<file path="src/rtl/ifetch_granule.sv">
module ifetch_granule #(
  parameter int XLEN = 32
) (
  input  logic            clk,
  input  logic            rst,
  input  logic            start,
  input  logic [XLEN-1:0] pc,
  input  logic            c_ena,
  output logic            xl_req_valid,
  input  logic            xl_req_ready,
  output logic [XLEN-1:0] xl_req_vaddr,
  input  logic            xl_rsp_valid,
  input  logic            xl_rsp_fault,
  input  logic [4:0]      xl_rsp_cause,
  input  logic [XLEN-1:0] xl_rsp_paddr,
  output logic            mem_req_valid,
  input  logic            mem_req_ready,
  output logic [XLEN-1:0] mem_req_addr,
  input  logic            mem_rsp_valid,
  input  logic            mem_rsp_err,
  input  logic [15:0]     mem_rsp_data,
  output logic            done,
  output logic [1:0]      res_kind,
  output logic [31:0]     res_instr,
  output logic [4:0]      res_cause,
  output logic [XLEN-1:0] res_tval,
  output logic [2:0]      res_step
);
  localparam logic [1:0] K_NONE = 2'd0, K_BASE = 2'd1, K_CMP = 2'd2, K_ERR = 2'd3;
  localparam logic [4:0] C_MISALIGN = 5'd0, C_ACCESS = 5'd1;

  typedef enum logic [2:0] {S_IDLE, S_XLATE_LO, S_READ_LO, S_XLATE_HI, S_READ_HI, S_DONE} state_t;

  state_t          state;
  logic            sent;
  logic [XLEN-1:0] pc_r, pa;
  logic [15:0]     lo;

  wire [XLEN-1:0] pc_hi    = pc_r + XLEN'(2);
  wire            misalign = pc[0] | (pc[1] & ~c_ena);
  wire            in_xl    = (state == S_XLATE_LO) | (state == S_XLATE_HI);
  wire            in_rd    = (state == S_READ_LO) | (state == S_READ_HI);
  wire [XLEN-1:0] cur_va   = (state == S_XLATE_HI || state == S_READ_HI) ? pc_hi : pc_r;

  assign xl_req_valid  = in_xl & ~sent;
  assign xl_req_vaddr  = cur_va;
  assign mem_req_valid = in_rd & ~sent;
  assign mem_req_addr  = pa;
  assign done          = (state == S_DONE);
  assign res_step      = (res_kind == K_BASE) ? 3'd4 : (res_kind == K_CMP) ? 3'd2 : 3'd0;

  always_ff @(posedge clk) begin
    if (rst) begin
      state     <= S_IDLE;
      sent      <= 1'b0;
      pc_r      <= '0;
      pa        <= '0;
      lo        <= '0;
      res_kind  <= K_NONE;
      res_instr <= '0;
      res_cause <= '0;
      res_tval  <= '0;
    end else begin
      case (state)
        S_IDLE: if (start) begin
          pc_r <= pc;
          sent <= 1'b0;
          if (misalign) begin
            res_kind  <= K_ERR;
            res_instr <= '0;
            res_cause <= C_MISALIGN;
            res_tval  <= pc;
            state     <= S_DONE;
          end else begin
            state <= S_XLATE_LO;
          end
        end
        S_XLATE_LO, S_XLATE_HI: begin
          if (!sent && xl_req_ready) sent <= 1'b1;
          if (sent && xl_rsp_valid) begin
            sent <= 1'b0;
            if (xl_rsp_fault) begin
              res_kind  <= K_ERR;
              res_instr <= '0;
              res_cause <= xl_rsp_cause;
              res_tval  <= cur_va;
              state     <= S_DONE;
            end else begin
              pa    <= xl_rsp_paddr;
              state <= (state == S_XLATE_LO) ? S_READ_LO : S_READ_HI;
            end
          end
        end
        S_READ_LO, S_READ_HI: begin
          if (!sent && mem_req_ready) sent <= 1'b1;
          if (sent && mem_rsp_valid) begin
            sent <= 1'b0;
            if (mem_rsp_err) begin
              res_kind  <= K_ERR;
              res_instr <= '0;
              res_cause <= C_ACCESS;
              res_tval  <= cur_va;
              state     <= S_DONE;
            end else if (state == S_READ_HI) begin
              res_kind  <= K_BASE;
              res_instr <= {mem_rsp_data, lo};
              res_cause <= '0;
              res_tval  <= '0;
              state     <= S_DONE;
            end else if (mem_rsp_data[1:0] != 2'b11) begin
              res_kind  <= K_CMP;
              res_instr <= {16'h0, mem_rsp_data};
              res_cause <= '0;
              res_tval  <= '0;
              state     <= S_DONE;
            end else begin
              lo    <= mem_rsp_data;
              state <= S_XLATE_HI;
            end
          end
        end
        default: state <= S_IDLE;
      endcase
    end
  end

  p_misalign_done_r1: assert property (@(posedge clk) disable iff (rst)
    (state == S_IDLE && start && misalign) |=> (done && res_kind == K_ERR && res_cause == C_MISALIGN && !xl_req_valid && !mem_req_valid));

  p_cmp_form_r4: assert property (@(posedge clk) disable iff (rst)
    (done && res_kind == K_CMP) |-> (res_step == 3'd2 && res_instr[1:0] != 2'b11 && res_instr[31:16] == 16'h0));

  p_hi_vaddr_r5: assert property (@(posedge clk) disable iff (rst)
    (state == S_XLATE_HI && xl_req_valid) |-> (xl_req_vaddr == pc_r + XLEN'(2)));

  p_base_form_r7: assert property (@(posedge clk) disable iff (rst)
    (done && res_kind == K_BASE) |-> (res_step == 3'd4 && res_instr[1:0] == 2'b11));

  p_one_port_r5: assert property (@(posedge clk) disable iff (rst)
    !(xl_req_valid && mem_req_valid));

  p_req_hold_r5: assert property (@(posedge clk) disable iff (rst)
    (xl_req_valid && !xl_req_ready) |=> (xl_req_valid && $stable(xl_req_vaddr)));

  p_done_pulse_r8: assert property (@(posedge clk) disable iff (rst)
    done |=> !done);

  p_rst_idle_r9: assert property (@(posedge clk)
    rst |=> (!xl_req_valid && !mem_req_valid && !done && res_kind == K_NONE));
endmodule

</file>
<file path="config.mk">
export PLATFORM = sky130hd
export DESIGN_NAME = ifetch_granule
export DESIGN_NICKNAME = d
export VERILOG_FILES = /design/src/rtl/ifetch_granule.sv
export SDC_FILE = /design/constraint.sdc
export NUM_CORES = 1
export LEC_CHECK = 0
export BUFFER_PORTS_ARGS = -buffer_cell sky130_fd_sc_hd__buf_2
export CAP_MARGIN = 20
export CORE_AREA = 2 2 128 130
export CTS_BUF_LIST = sky130_fd_sc_hd__clkbuf_4
export DETAILED_ROUTE_END_ITERATION = 7
export DIE_AREA = 0 0 130 132
export PLACE_DENSITY = 0.77
export SLEW_MARGIN = 10
export SYNTH_ARGS = -nofsm -noshare
export SYNTH_HDL_FRONTEND = slang
export SYNTH_SLANG_ARGS = --single-unit
</file>
<file path="constraint.sdc">
create_clock -name clk -period 2.6 [get_ports clk]
set_clock_uncertainty 0.15 [all_clocks]
set_input_delay 0.26 -clock clk [delete_from_list [all_inputs] [get_ports clk]]
set_output_delay 0.26 -clock clk [all_outputs]
set_load 0.05 [all_outputs]
</file>
==> results.md, run 1 <==
Synth:
- The combined area of all synthesized cells is 6950 um2.
- The instance count of the mapped netlist is between 800 and 900.
- Synthesis produced a netlist with a net count of 911.
- The proportion of register bits with asynchronous set or reset after synthesis is 0.
- The area share of the largest cell type after synthesis is 0.446.
- Counting distinct cell types in the post-synthesis netlist gives 50.
- The most frequent cell after synthesis is sky130_fd_sc_hd__nand2_1.
- The number of warnings reported in the yosys synthesis log is 0.
- Among all flip-flop cells after synthesis, the most frequent one is sky130_fd_sc_hd__dfxtp_1.
- The synthesized design contains 0 enable-type register cells.
- Yosys attributes the largest share of cell area to sky130_fd_sc_hd__dfxtp_1 (45%), sky130_fd_sc_hd__nand2_1 (9.0%), sky130_fd_sc_hd__a21oi_1 (6.7%).
- The average footprint of a synthesized cell is 8.53 um2.
- Of the synthesized area, sequential elements account for 0.446.
- The register bit total from synthesis is 155.
- The commonest cells after synthesis are sky130_fd_sc_hd__nand2_1 (167), sky130_fd_sc_hd__dfxtp_1 (155), sky130_fd_sc_hd__a21oi_1 (93), sky130_fd_sc_hd__nor2_1 (76), sky130_fd_sc_hd__clkbuf_1 (44).
- The cell type contributing the most total cell area after synthesis is sky130_fd_sc_hd__dfxtp_1.

Hold path:
- The path category of the worst min-delay check is primary input to flop.

GRT:
- The pin count of the biggest net entering global routing is 62.
- The initial antenna violation count is 2.
- The wire length of the first global-routing pass is ~35 mm.
- The total routing usage reported by global routing is 0.252.
- The number of global-route vias before repair was 6,948.
- Global routing finished with a remaining overflow of 0.

Final layout:
- The post-layout instance count excluding filler cells is ~1,400.
- The net count of the finished layout is 1,229.
- The ratio of cells with drive above 1 in the final layout is 0.338.
- For this run, the share of the core covered by cells in the final layout is 0.635.
- The area growth from synthesis to layout is 43.5%.

Floorplanning:
- The die is roughly 130 um tall.
- The floorplan die width is 130 um.
- The core region is between 15,000 and 20,000 um2.
- The die covers ~17,000 um2.
- The number of top-level pins is 236.
- The starting density of the core is 0.443.
- The floorplan has 46 rows.

Status:
- The flow ran to the end, but the final reports show violations.
- The final reports fail on setup timing.

Setup path:
- The required time of the worst setup path is approximately 2.2 ns.
- The critical path class is flop to output port.
- The worst endpoint data arrival time is roughly 2.4 ns.
- The maximum fanout encountered on the critical timing path is 6.
- STA classifies the critical path endpoint as an output port.
- The worst setup path is launched from a flop.

Route:
- Once detail routing completed, the nets flagged for antenna violations numbered 0.
- The final route contains 7,298 vias.
- The detailed-route wire length per cell is 16.4 um.
- The routed length on met2 is ~11 mm.
- In this run, the number of DRC markers left after iteration 0 of detailed routing was 460.
- The vias per cell is roughly 5.4.
- In the final routing, the length of wire on met1 measures 8.85 mm.
- The highest metal layer carrying signal wires in the routed design is met4.
- The sum of routed wire length over all layers is 22.4 mm.
- After detailed routing, the met3 layer carries 1.62 mm of wire.
- The count of unresolved DRC violations after routing is 0.
- The length of the first detailed-routing pass in iterations is 5.

Pwr:
- In this run the static leakage power is 4.44 nW.
- Power comes to 9.81 mW.
- For this design the ratio of total power to cell area is 983 nW/um2.
- The maximum vdd drop is slightly below 0.9 mV.

Clock tree:
- For this design, the sink count on the clock tree is ~160.
- The number of buffers created by CTS is 17.
- In this run the number of H-tree levels came out at 4.
- After clock tree synthesis, the clock-pin slew on the worst setup and hold paths is 0.13 ns.
- The clock latency at the later pin of the worst-skew pair is about 0.55 ns.
- TritonCTS built the clock tree.
- The tree is rooted in a sky130_fd_sc_hd__clkbuf_4.
- In this run the deepest clock path goes through 2 buffers.

Flow run:
- The number of max-cap violations is 0.

STA:
- The pin slew with the least headroom to its limit is about 0.87 ns.
- In the post-route analysis, the smallest setup slack over all paths is -0.200 ns.
- Setup repair after global routing could not meet its margin everywhere.
- The final number of max-transition violations is 0.
- Static timing analysis puts the maximum clock frequency at 0.357 GHz.
- The final critical-path required period is 2.80 ns.
- Setup violations remaining at the end of the flow were counted as 25.
- The final clock period utilization by the worst path is 1.08.
- Measured against its own limit, the worst slew margin works out to 0.421.
- The hold violation count in the final report came to 0.

Placement:
- OpenSTA, run right after detailed placement, puts the worst setup slack at 0.208 ns.
- Port buffering added 234 buffers.
- The cell total after placement is between 1,000 and 1,500.
- The congestion estimate from routability-driven global placement came to 0.870.
- The post-DP HPWL is 13.8 mm.
sequential cells by signal, summed over array words and instances (netlist names):
register / count
res_tval: 32
mem_req_addr: 32
res_cause: 5
pc_r: 32
sent: 1
res_kind: 2
lo: 16
state: 3
res_instr: 32
power by group:
| group | total (mW) | switching, mW | internal [mW] |
|---|---|---|---|
| clock | 1.40 | 0.853 | 0.549 |
| sequential | 3.02 | 0.282 | 2.74 |
| combinational | 5.39 | 3.68 | 1.71 |
cells by family (layout without fill, tap and decap cells):
family	count (synthesis)	count (layout)	synth area share
simple gates	363	363	0.245
buf+inv	68	398	0.0425
flops	155	155	0.446
xor+xnor	30	30	0.0583
compound gates	166	166	0.161
mux	30	30	0.0434
other cells	1	2	0.000539
fa+ha+maj	2	2	0.00324
layout by cell type, fill, tap and decap left out, types with 4 or more instances in the layout:
cell,n
sky130_fd_sc_hd__nor2b_1,5
sky130_fd_sc_hd__nor3_2,22
sky130_fd_sc_hd__inv_1,4
sky130_fd_sc_hd__nand3_1,32
sky130_fd_sc_hd__mux2i_1,29
sky130_fd_sc_hd__o21ai_0,5
sky130_fd_sc_hd__buf_4,38
sky130_fd_sc_hd__a2bb2oi_1,13
sky130_fd_sc_hd__a21oi_1,93
sky130_fd_sc_hd__a221oi_1,30
sky130_fd_sc_hd__dfxtp_2,13
sky130_fd_sc_hd__and3_1,7
sky130_fd_sc_hd__buf_2,201
sky130_fd_sc_hd__clkbuf_4,19
sky130_fd_sc_hd__dlygate4sd3_1,91
sky130_fd_sc_hd__nor3_1,15
sky130_fd_sc_hd__buf_12,4
sky130_fd_sc_hd__nor2_1,76
sky130_fd_sc_hd__dfxtp_1,139
sky130_fd_sc_hd__nand4_1,16
sky130_fd_sc_hd__nand2_1,166
sky130_fd_sc_hd__buf_6,27
sky130_fd_sc_hd__a211oi_1,5
sky130_fd_sc_hd__xnor2_2,27
sky130_fd_sc_hd__nand2b_1,7
sky130_fd_sc_hd__clkinv_2,4
critical path: stages (launching register included):
cell	delay, ns
sky130_fd_sc_hd__dfxtp_4	0.40
sky130_fd_sc_hd__nand4_1	0.24
sky130_fd_sc_hd__nor4_4	0.36
sky130_fd_sc_hd__buf_4	0.21
sky130_fd_sc_hd__nand4_1	0.17
sky130_fd_sc_hd__xnor2_2	0.25
sky130_fd_sc_hd__buf_6	0.19
path summary, 6_finish.rpt:
kind | start | end | slack, ns | cells past startpoint
worst min register to register | res_instr[16] | res_instr[16] | 0.31 | 2
worst max register to register | state[2] | res_tval[5] | 0.18 | 8
worst max-delay path | pc_r[5] | xl_req_vaddr[31] | -0.20 | 6
worst min-delay path | xl_rsp_cause[0] | res_cause[0] | 0.06 | 4
routing by layer:
| metal | vias up | track usage |
|---|---|---|
| li1 | 3468 | - |
| met1 | 3468 | 0.286 |
| met2 | 312 | 0.442 |
| met3 | 50 | 0.0767 |
| met4 | 0 | 0.0896 |
| met5 | - | 0 |
area by class of cell:
| cell class | count | area [um2] |
|---|---|---|
| inverter | 4 | 15.0 |
| multi-input combinational | 592 | 3700 |
| fill | 1327 | 5730 |
| sequential | 155 | 3130 |
| tap | 216 | 270 |
| timing repair buffer | 363 | 2600 |
| clock inverter | 14 | 131 |
| antenna | 1 | 2.50 |
| clock buffer | 17 | 128 |
what timing repair did:
item                                    4_1_cts  5_1_grt
hold buffers                                 91        0
gates cloned                                  1        1
endpoints found under the setup margin       30       32
endpoints found under the hold margin       150        0
resized for setup                            57       34
pin swaps                                     8       13
buffers inserted                              7        5
stage by stage:
| stage | hold WS [ns] | instance area, um2 | setup TNS (ns) |
|---|---|---|---|
| floorplan | 0.246 | 7030 | 0 |
| global placement | 0.287 | 8460 | 0 |
| detailed placement | 0.291 | 8460 | 0 |
| CTS | 0.0187 | 9880 | -3.79 |
| global route | 0.0496 | 9980 | -5.20 |
| finish | 0.0627 | 9980 | -2.16 |
Power figures use the tool's default switching activity.
==> run 2, diff against run 1 <==
--- a/config.mk
+++ b/config.mk
@@ -11,7 +11,7 @@
 export CTS_BUF_LIST = sky130_fd_sc_hd__clkbuf_4
 export DETAILED_ROUTE_END_ITERATION = 7
 export DIE_AREA = 0 0 130 132
-export PLACE_DENSITY = 0.77
+export PLACE_DENSITY = 0.79
 export SLEW_MARGIN = 10
 export SYNTH_ARGS = -nofsm -noshare
 export SYNTH_HDL_FRONTEND = slang
==> constraint.sdc (replaced) <==
create_clock -name clk -period 2.4 [get_ports clk]
set_clock_uncertainty 0.15 [all_clocks]
set_input_delay 0.24 -clock clk [delete_from_list [all_inputs] [get_ports clk]]
set_output_delay 0.24 -clock clk [all_outputs]
set_load 0.05 [all_outputs]
==> run 2 against run 1 <==
  * Clock power is 26% higher
  * Sequential share of layout area is 3.1 points lower
  * Final cell count is 4.1% higher
  * Combinational power is 21% higher
  * Clock-buffer cell count stayed put
  * Flip-flop and latch count stayed put
  * The run still ends with setup timing left
  * First-iteration DRC count is 3.3% lower
  * Critical endpoint is now xl_req_vaddr[25]
==> results.md, run 2 (synthesized netlist as in run 1, its figures left out) <==
Status:
- The flow ran to the end, but the final reports show violations.
- The final reports fail on setup timing.

Pwr:
- The cell leakage power is 4.83 nW.
- The internal power is 5.99 mW.
- The clock network fraction of total power is 0.154.
- The net switching fraction of the power is 0.480.
- The power consumption is roughly 12 mW.
- The ratio of total power to cell area is 1050 nW/um2.
- Of the total power, registers draw 0.279.
- Across the VDD grid, the largest voltage drop is 0.615 mV.
- The share of total power dissipated in combinational logic is 0.567.
- In this run the power spent charging and discharging nets is between 5 and 6 mW.

Clock tree:
- The count of clock tree sinks is 155.
- The later pin in the worst-skew pair is clocked with a latency of around 0.58 ns.
- The clock tree from TritonCTS is yes.
- In this run the clock root is driven by a sky130_fd_sc_hd__clkbuf_4.
- The number of H-tree branching levels is 4.
- The clock tree buffer depth is 2.
- The post-CTS clock slew at the launch and capture registers of the worst setup and hold paths is 0.15 ns.
- The number of clock buffers added by TritonCTS is 17.

Hold path:
- For hold timing, the worst endpoint is pc_r[12].
- The worst hold path begins at start.
- The number of cells traversed by the worst hold path is 5.
- The path category of the worst min-delay check is primary input to flop.

Setup path:
- Data on the critical path arrives at its endpoint at 2.49 ns.
- The signal on the critical path passes through or3b_4 -> a211oi_4 -> nand4_1 -> xnor2_4 -> buf_6.
- The critical path is of the flop to output port type.
- For this design, the slowest cell found on the critical path is sky130_fd_sc_hd__or3b_4.
- The type of element capturing the critical path is an output port.
- In this run the worst path has a maximum fanout of 5.
- The required time of the worst setup path is 2.01 ns.
- The largest incremental delay on the critical path is roughly 0.47 ns.
- The sum of buffers and inverters on the critical path is 1.
- The endpoint of the worst register-to-register path is res_tval[3].
- The startpoint of the worst-slack reg-to-reg timing path is state[2].
- Measured in cells, the most critical reg-to-reg path has a length of 8.
- The register-to-register path setup slack is 0 ns.
- The cell family contributing the most delay on the critical path is simple AND/OR/NAND/NOR gates.
- The kind of launch point of the worst setup path is a flop.

Final layout:
- The final net count is 1,282.
- After routing the design area is 11,000 um2.
- The layout has between 1,000 and 1,500 filler cells.
- Of the cells placed in the final design, the portion with a size suffix greater than 1 is 0.376.
- In the layout the commonest cells are sky130_fd_sc_hd__buf_2 (201), sky130_fd_sc_hd__nand2_1 (161), sky130_fd_sc_hd__dfxtp_1 (145).
- The area growth from synthesis to layout is 58.5%.
- Leaving out fill and tap cells, the most frequent cell in the layout is sky130_fd_sc_hd__buf_2.
- The register area is 3120 um2.
- Summing all multi-input logic gate instances after layout gives approximately 4100 um2.

STA:
- The worst pin sits at a relative slew slack of 0.437.
- Subtracting the final worst setup slack from the clock period gives 2.88 ns.
- The pin slew with the least headroom to its limit is 0.845 ns.
- Derived from the worst setup path, the maximum achievable clock frequency is 0.348 GHz.
- Setup repair after global routing could not meet its margin everywhere.
- In the finished design, the share of the clock period the worst path needs comes to 1.20.
- Setup slack on the critical path of the routed design comes to -0.475 ns.
- The hold violation count in the final report is 0.
- The final-report setup violation count is 30.
- The final number of max-transition violations is 0.

Floorplanning:
- In this run the count of I/O pins placed on the die edge is between 200 and 250.
- In this run the vertical extent of the chip is 132 um.
- The region available for standard cell placement spans 15,700 um2.
- The die footprint is 17,200 um2.
- The starting density of the core is 0.443.
- The number of standard-cell rows in the floorplan is 46.
- In this run the horizontal extent of the chip is between 100 and 150 um.

Route:
- In the final routed layout, each cell accounts on average for 17.1 um.
- The vias per cell is 5.38.
- The number of design-rule violations left by the first detailed-router iteration is 445.
- After detailed routing, the number of remaining DRC violations is 0.
- The number of routed nets with antenna violations is 0.
- The routed via count is 7,628.
- The sum of routed wire length over all layers is around 24 mm.
- The length of the first detailed-routing pass in iterations is 5.

Placement:
- The post-DP HPWL is 14.0 mm.
- The routability-driven placement congestion ratio is between 0.9 and 1.
- Once placement finished, the instance area stood at 8930 um2.
- The count of buffers added on input and output ports is roughly 230.

GRT:
- The number of global-route vias before repair is 7,148.
- The pin count of the biggest net entering global routing is 75.
- The initial antenna violation count is 2.
- The wire length of the first global-routing pass is between 30 and 40 mm.
- The total overflow left after global routing is 0.
- The total routing usage reported by global routing is 0.259.

Flow run:
- Across the run, the number of max-cap violations was 0.
## run 2: power by group through the flow
stage | Combinational, mW | Clock (mW) | Sequential (mW)
detailed placement | 5.72 | 0 | 3.24
global placement | 5.64 | 0 | 3.23
finish | 6.54 | 1.77 | 3.22
CTS | 6.07 | 1.81 | 3.19
floorplan | 3.33 | 0 | 4.12
global route | 6.94 | 1.92 | 3.26
## run 2: tightest hold or removal path, cell delays in order
cell	delay, ns
sky130_fd_sc_hd__buf_2	0.13
sky130_fd_sc_hd__nand2_1	0.07
sky130_fd_sc_hd__buf_6	0.19
sky130_fd_sc_hd__nand2_1	0.09
sky130_fd_sc_hd__a21oi_1	0.05
## run 2: area by class of cell
class,count,share of cell area
Antenna cell,3,0.000681
Clock inverter,15,0.0171
Inverter,4,0.00136
Clock buffer,17,0.0116
Timing Repair Buffer,416,0.287
Sequential cell,155,0.283
Tap cell,216,0.0245
Multi-Input combinational cell,592,0.375
## run 2: per-stage QoR
stage | utilization | TNS, ns | worst slack [ns] | hold slack (ns) | std cells
2_1_floorplan | - | -0.163 | -0.0836 | 0.226 | 815
3_3_place_gp | 0.568 | 0 | 0.0442 | 0.284 | 1248
3_5_place_dp | 0.568 | -0.0155 | -0.00866 | 0.293 | 1248
4_1_cts | 0.668 | -9.49 | -0.470 | 0.0393 | 1386
5_1_grt | 0.701 | -11.88 | -0.573 | 0.0646 | 1418
6_report | 0.701 | -8.31 | -0.475 | 0.0781 | 1418
## run 2: what timing repair did
action                                  in CTS  in global routing
endpoints found under the setup margin      32                 73
pin swaps                                    9                 30
cloned                                       0                  2
hold endpoints to repair                   151                  0
setup buffers                                5                 27
hold buffers                               101                  0
resized for setup                           57                 72
## run 2: routing by layer
| metal | up-vias | share of wire | track usage |
|---|---|---|---|
| met5 | - | 0 | 0 |
| met4 | 0 | 0.049 | 0.137 |
| met3 | 96 | 0.063 | 0.0670 |
| met2 | 348 | 0.51 | 0.441 |
| met1 | 3602 | 0.38 | 0.295 |
| li1 | 3582 | - | - |
## run 2: worst max path at each step
| stage | cells past startpoint | slack (ns) | end | startpoint |
|---|---|---|---|---|
| finish | 5 | -0.48 | xl_req_vaddr[25] | state[0] |
| detailed placement | 6 | -0.009 | res_tval[25] | state[2] |
| global route | 5 | -0.57 | xl_req_vaddr[25] | state[0] |
| CTS | 5 | -0.47 | xl_req_vaddr[28] | state[0] |
| global placement | 5 | 0.04 | xl_req_vaddr[14] | state[2] |
| floorplan | 8 | -0.08 | res_tval[20] | state[1] |
==> run 3, diff against run 2 <==
--- a/config.mk
+++ b/config.mk
@@ -11,6 +11,8 @@
 export CTS_BUF_LIST = sky130_fd_sc_hd__clkbuf_4
 export DETAILED_ROUTE_END_ITERATION = 7
 export DIE_AREA = 0 0 130 132
+export GPL_ROUTABILITY_DRIVEN = 0
+export GPL_TIMING_DRIVEN = 0
 export PLACE_DENSITY = 0.79
 export SLEW_MARGIN = 10
 export SYNTH_ARGS = -nofsm -noshare
==> run 3 against run 2 <==
  * The run still ends with setup timing left
  * Routed wire length is 8.9% higher
  * Non-clock buffer count is 29 higher
  * Die area stayed put
  * Clock-buffer cell count is 2 higher
  * Utilization is 1.2 points higher
  * Worst hold slack worse by 0.040 ns
  * Final area is 1.7% higher
  * Worst setup slack worse by 0.028 ns
  * Sequential share of layout area is 0.097 points lower
  * Combinational power is 2% higher
  * Register-to-register slack worse by 0.11 ns
  * Critical endpoint is now xl_req_vaddr[21]
  * Largest cell class unchanged
  * Highest routed layer unchanged
==> results.md, run 3 (synthesized netlist as in run 1, its figures left out) <==
Pwr:
- The share of total power dissipated in sequential elements is 0.285.
- The power dissipated by switching net loads is 5.81 mW.
- IR analysis of the VDD net gives a maximum drop of 0.680 mV.
- Of the total power, the share spent switching nets is 0.494.
- The clock network fraction of total power is 0.149.
- Dividing total power by cell area gives a power density of approximately 1100 nW/um2.
- The cell leakage power is 4.92 nW.
- Cell internal power was estimated by the tool at about 6.0 mW.
- Of the total power, combinational logic draws 0.566.

Route:
- The count of nets left with antenna violations once routing finished came out at 0.
- For this block, the initial DRC count from the detailed router was 633.
- The routed via count is 7,914.
- The detailed-route wire length per cell is between 15 and 20 um.
- Using the TritonRoute via totals, the vias-per-cell ratio works out to 5.47.
- The pre-antenna-repair detailed-routing pass consisted of 5 iterations.
- The sum of routed wire length over all layers is 26.4 mm.
- The count of unresolved DRC violations after routing is 0.

STA:
- The worst hold slack is approximately 0.039 ns.
- In the post-route analysis, the smallest setup slack over all paths is -0.503 ns.
- The final-report setup violation count is 33.
- Setup repair after global routing could not meet its margin everywhere.
- Dividing the final minimum period by the clock period gives 1.21.
- The final number of max-transition violations is 0.
- The worst slew margin relative to its limit is 0.445.
- The final critical-path required period is 2.90 ns.
- For this run, the top clock speed supported by timing is 0.344 GHz.
- The hold violation count in the final report is 0.
- For the pin with the worst max-slew slack, the measured transition is 0.833 ns.

GRT:
- The initial antenna violation count is 1.
- The number of global-route vias before repair is between 7,000 and 8,000.
- The overflow left after global routing is 0.
- The total routing usage reported by global routing is 0.284.
- The first global-routing pass estimated between 30 and 40 mm of wire.
- Entering global routing, the biggest net connects 17 pins.

Clock tree:
- The tree is rooted in a sky130_fd_sc_hd__clkbuf_4.
- For the worst-skew pair, the clock arrives at the later sink with an insertion delay of 0.58 ns.
- After clock tree synthesis, the clock-pin slew on the worst setup and hold paths is 0.14 ns.
- The number of buffers created by CTS is 17.
- The count of clock tree sinks is 155.
- The clock tree buffer depth is 2.
- CTS built an H-tree with a depth of 4.
- TritonCTS built the clock tree.

Status:
- The run finished, with violations left.
- The checks that failed: setup timing.

Final layout:
- The top cell types in the final layout, fill and taps aside, are sky130_fd_sc_hd__buf_2 (208), sky130_fd_sc_hd__nand2_1 (159), sky130_fd_sc_hd__dfxtp_1 (133).
- The leading cell type in the layout, fill and taps excluded is sky130_fd_sc_hd__buf_2.
- The post-layout instance count excluding filler cells is 1,446.
- The ratio of cells with drive above 1 in the final layout is 0.393.
- The area growth from synthesis to layout is 61.2%.
- The number of filler instances in the final layout is 1,130.
- The design area is roughly 11,000 um2.
- The final net count is 1,311.
- At the end of the flow the core is filled with cells to 0.713.

Setup path:
- The critical path class is flop to output port.
- At the worst endpoint, the required time is 2.01 ns.
- The worst setup path is launched from a flop.
- The worst setup path is captured at an output port.
- Data arrives at the worst endpoint at 2.51 ns.
- In this run the worst path has a maximum fanout of 5.

Placement:
- The total of buffers placed on input and output ports is around 230.
- The post-DP HPWL is about 16 mm.
- The cell total after placement is between 1,000 and 1,500.
- After detailed placement, the total cell area comes to 8740 um2.

Floorplanning:
- The floorplan has 46 rows.
- The die covers 17,200 um2.
- The floorplan die width is 130 um.
- The core region is 15,700 um2.
- During I/O placement, the number of pins put on the boundary was 236.
- The initial utilization of the core area, before any placement, comes to 0.443.
- The die boundary height is ~130 um.

Hold path:
- The path category of the worst min-delay check is primary input to flop.

Flow run:
- The tool flagged a number of max-cap violations equal to 0.
[run 3: final cells by class]
cell class / instances / area [um2] / area share
clock inverter: 13 / 165 / 0.0147
multi-input combinational: 592 / 4300 / 0.384
timing repair buffer: 383 / 2820 / 0.252
sequential: 155 / 3160 / 0.282
tap: 216 / 270 / 0.0241
antenna: 2 / 5.00 / 0.000447
inverter: 4 / 18.8 / 0.00167
clock buffer: 19 / 143 / 0.0127
buffer: 62 / 323 / 0.0288
[run 3: metrics by stage]
step	power (mW)	worst slack [ns]	TNS, ns
floorplan	7.45	-0.0836	-0.163
global placement	8.77	-0.211	-3.54
detailed placement	8.84	-0.202	-5.54
CTS	11.1	-0.508	-11.39
global route	12.3	-0.628	-16.00
finish	11.8	-0.503	-11.70
[run 3: worst max-delay path: stages (launching register included)]
cell                      delay, ns
sky130_fd_sc_hd__dfxtp_4       0.43
sky130_fd_sc_hd__nand4_1       0.23
sky130_fd_sc_hd__nor4_4        0.43
sky130_fd_sc_hd__buf_4         0.19
sky130_fd_sc_hd__nand4_1       0.21
sky130_fd_sc_hd__xnor2_4       0.27
sky130_fd_sc_hd__buf_6         0.19
[run 3: worst paths after layout]
path / endpoint / cells after the start / slack [ns] / start
setup / recovery: xl_req_vaddr[21] / 6 / -0.50 / pc_r[6]
hold / removal: pc_r[26] / 4 / 0.04 / start
setup reg to reg: res_tval[11] / 9 / -0.11 / state[0]
hold reg to reg: mem_req_addr[3] / 2 / 0.31 / mem_req_addr[3]
[run 3: power by group through the flow]
| stage | registers, mW | clock network, mW | logic [mW] |
|---|---|---|---|
| 3_3_place_gp | 3.35 | 0 | 5.43 |
| 5_1_grt | 3.40 | 1.90 | 7.03 |
| 2_1_floorplan | 4.12 | 0 | 3.33 |
| 6_report | 3.35 | 1.76 | 6.66 |
| 4_1_cts | 3.32 | 1.77 | 5.97 |
| 3_5_place_dp | 3.36 | 0 | 5.47 |
[run 3: layer usage]
layer / wire (um) / global-route usage
met2: 13500 / 0.482
met3: 1890 / 0.0710
met4: 1150 / 0.135
met5: 0 / 0
met1: 9910 / 0.332
[run 3: repair_timing]
item / 4_1_cts / 5_1_grt
pin swaps: 22 / 46
gates resized for setup: 132 / 104
cloned: 0 / 1
buffers inserted: 22 / 36
setup endpoints to repair: 103 / 134
hold endpoints to repair: 152 / 0
hold buffers: 93 / 0
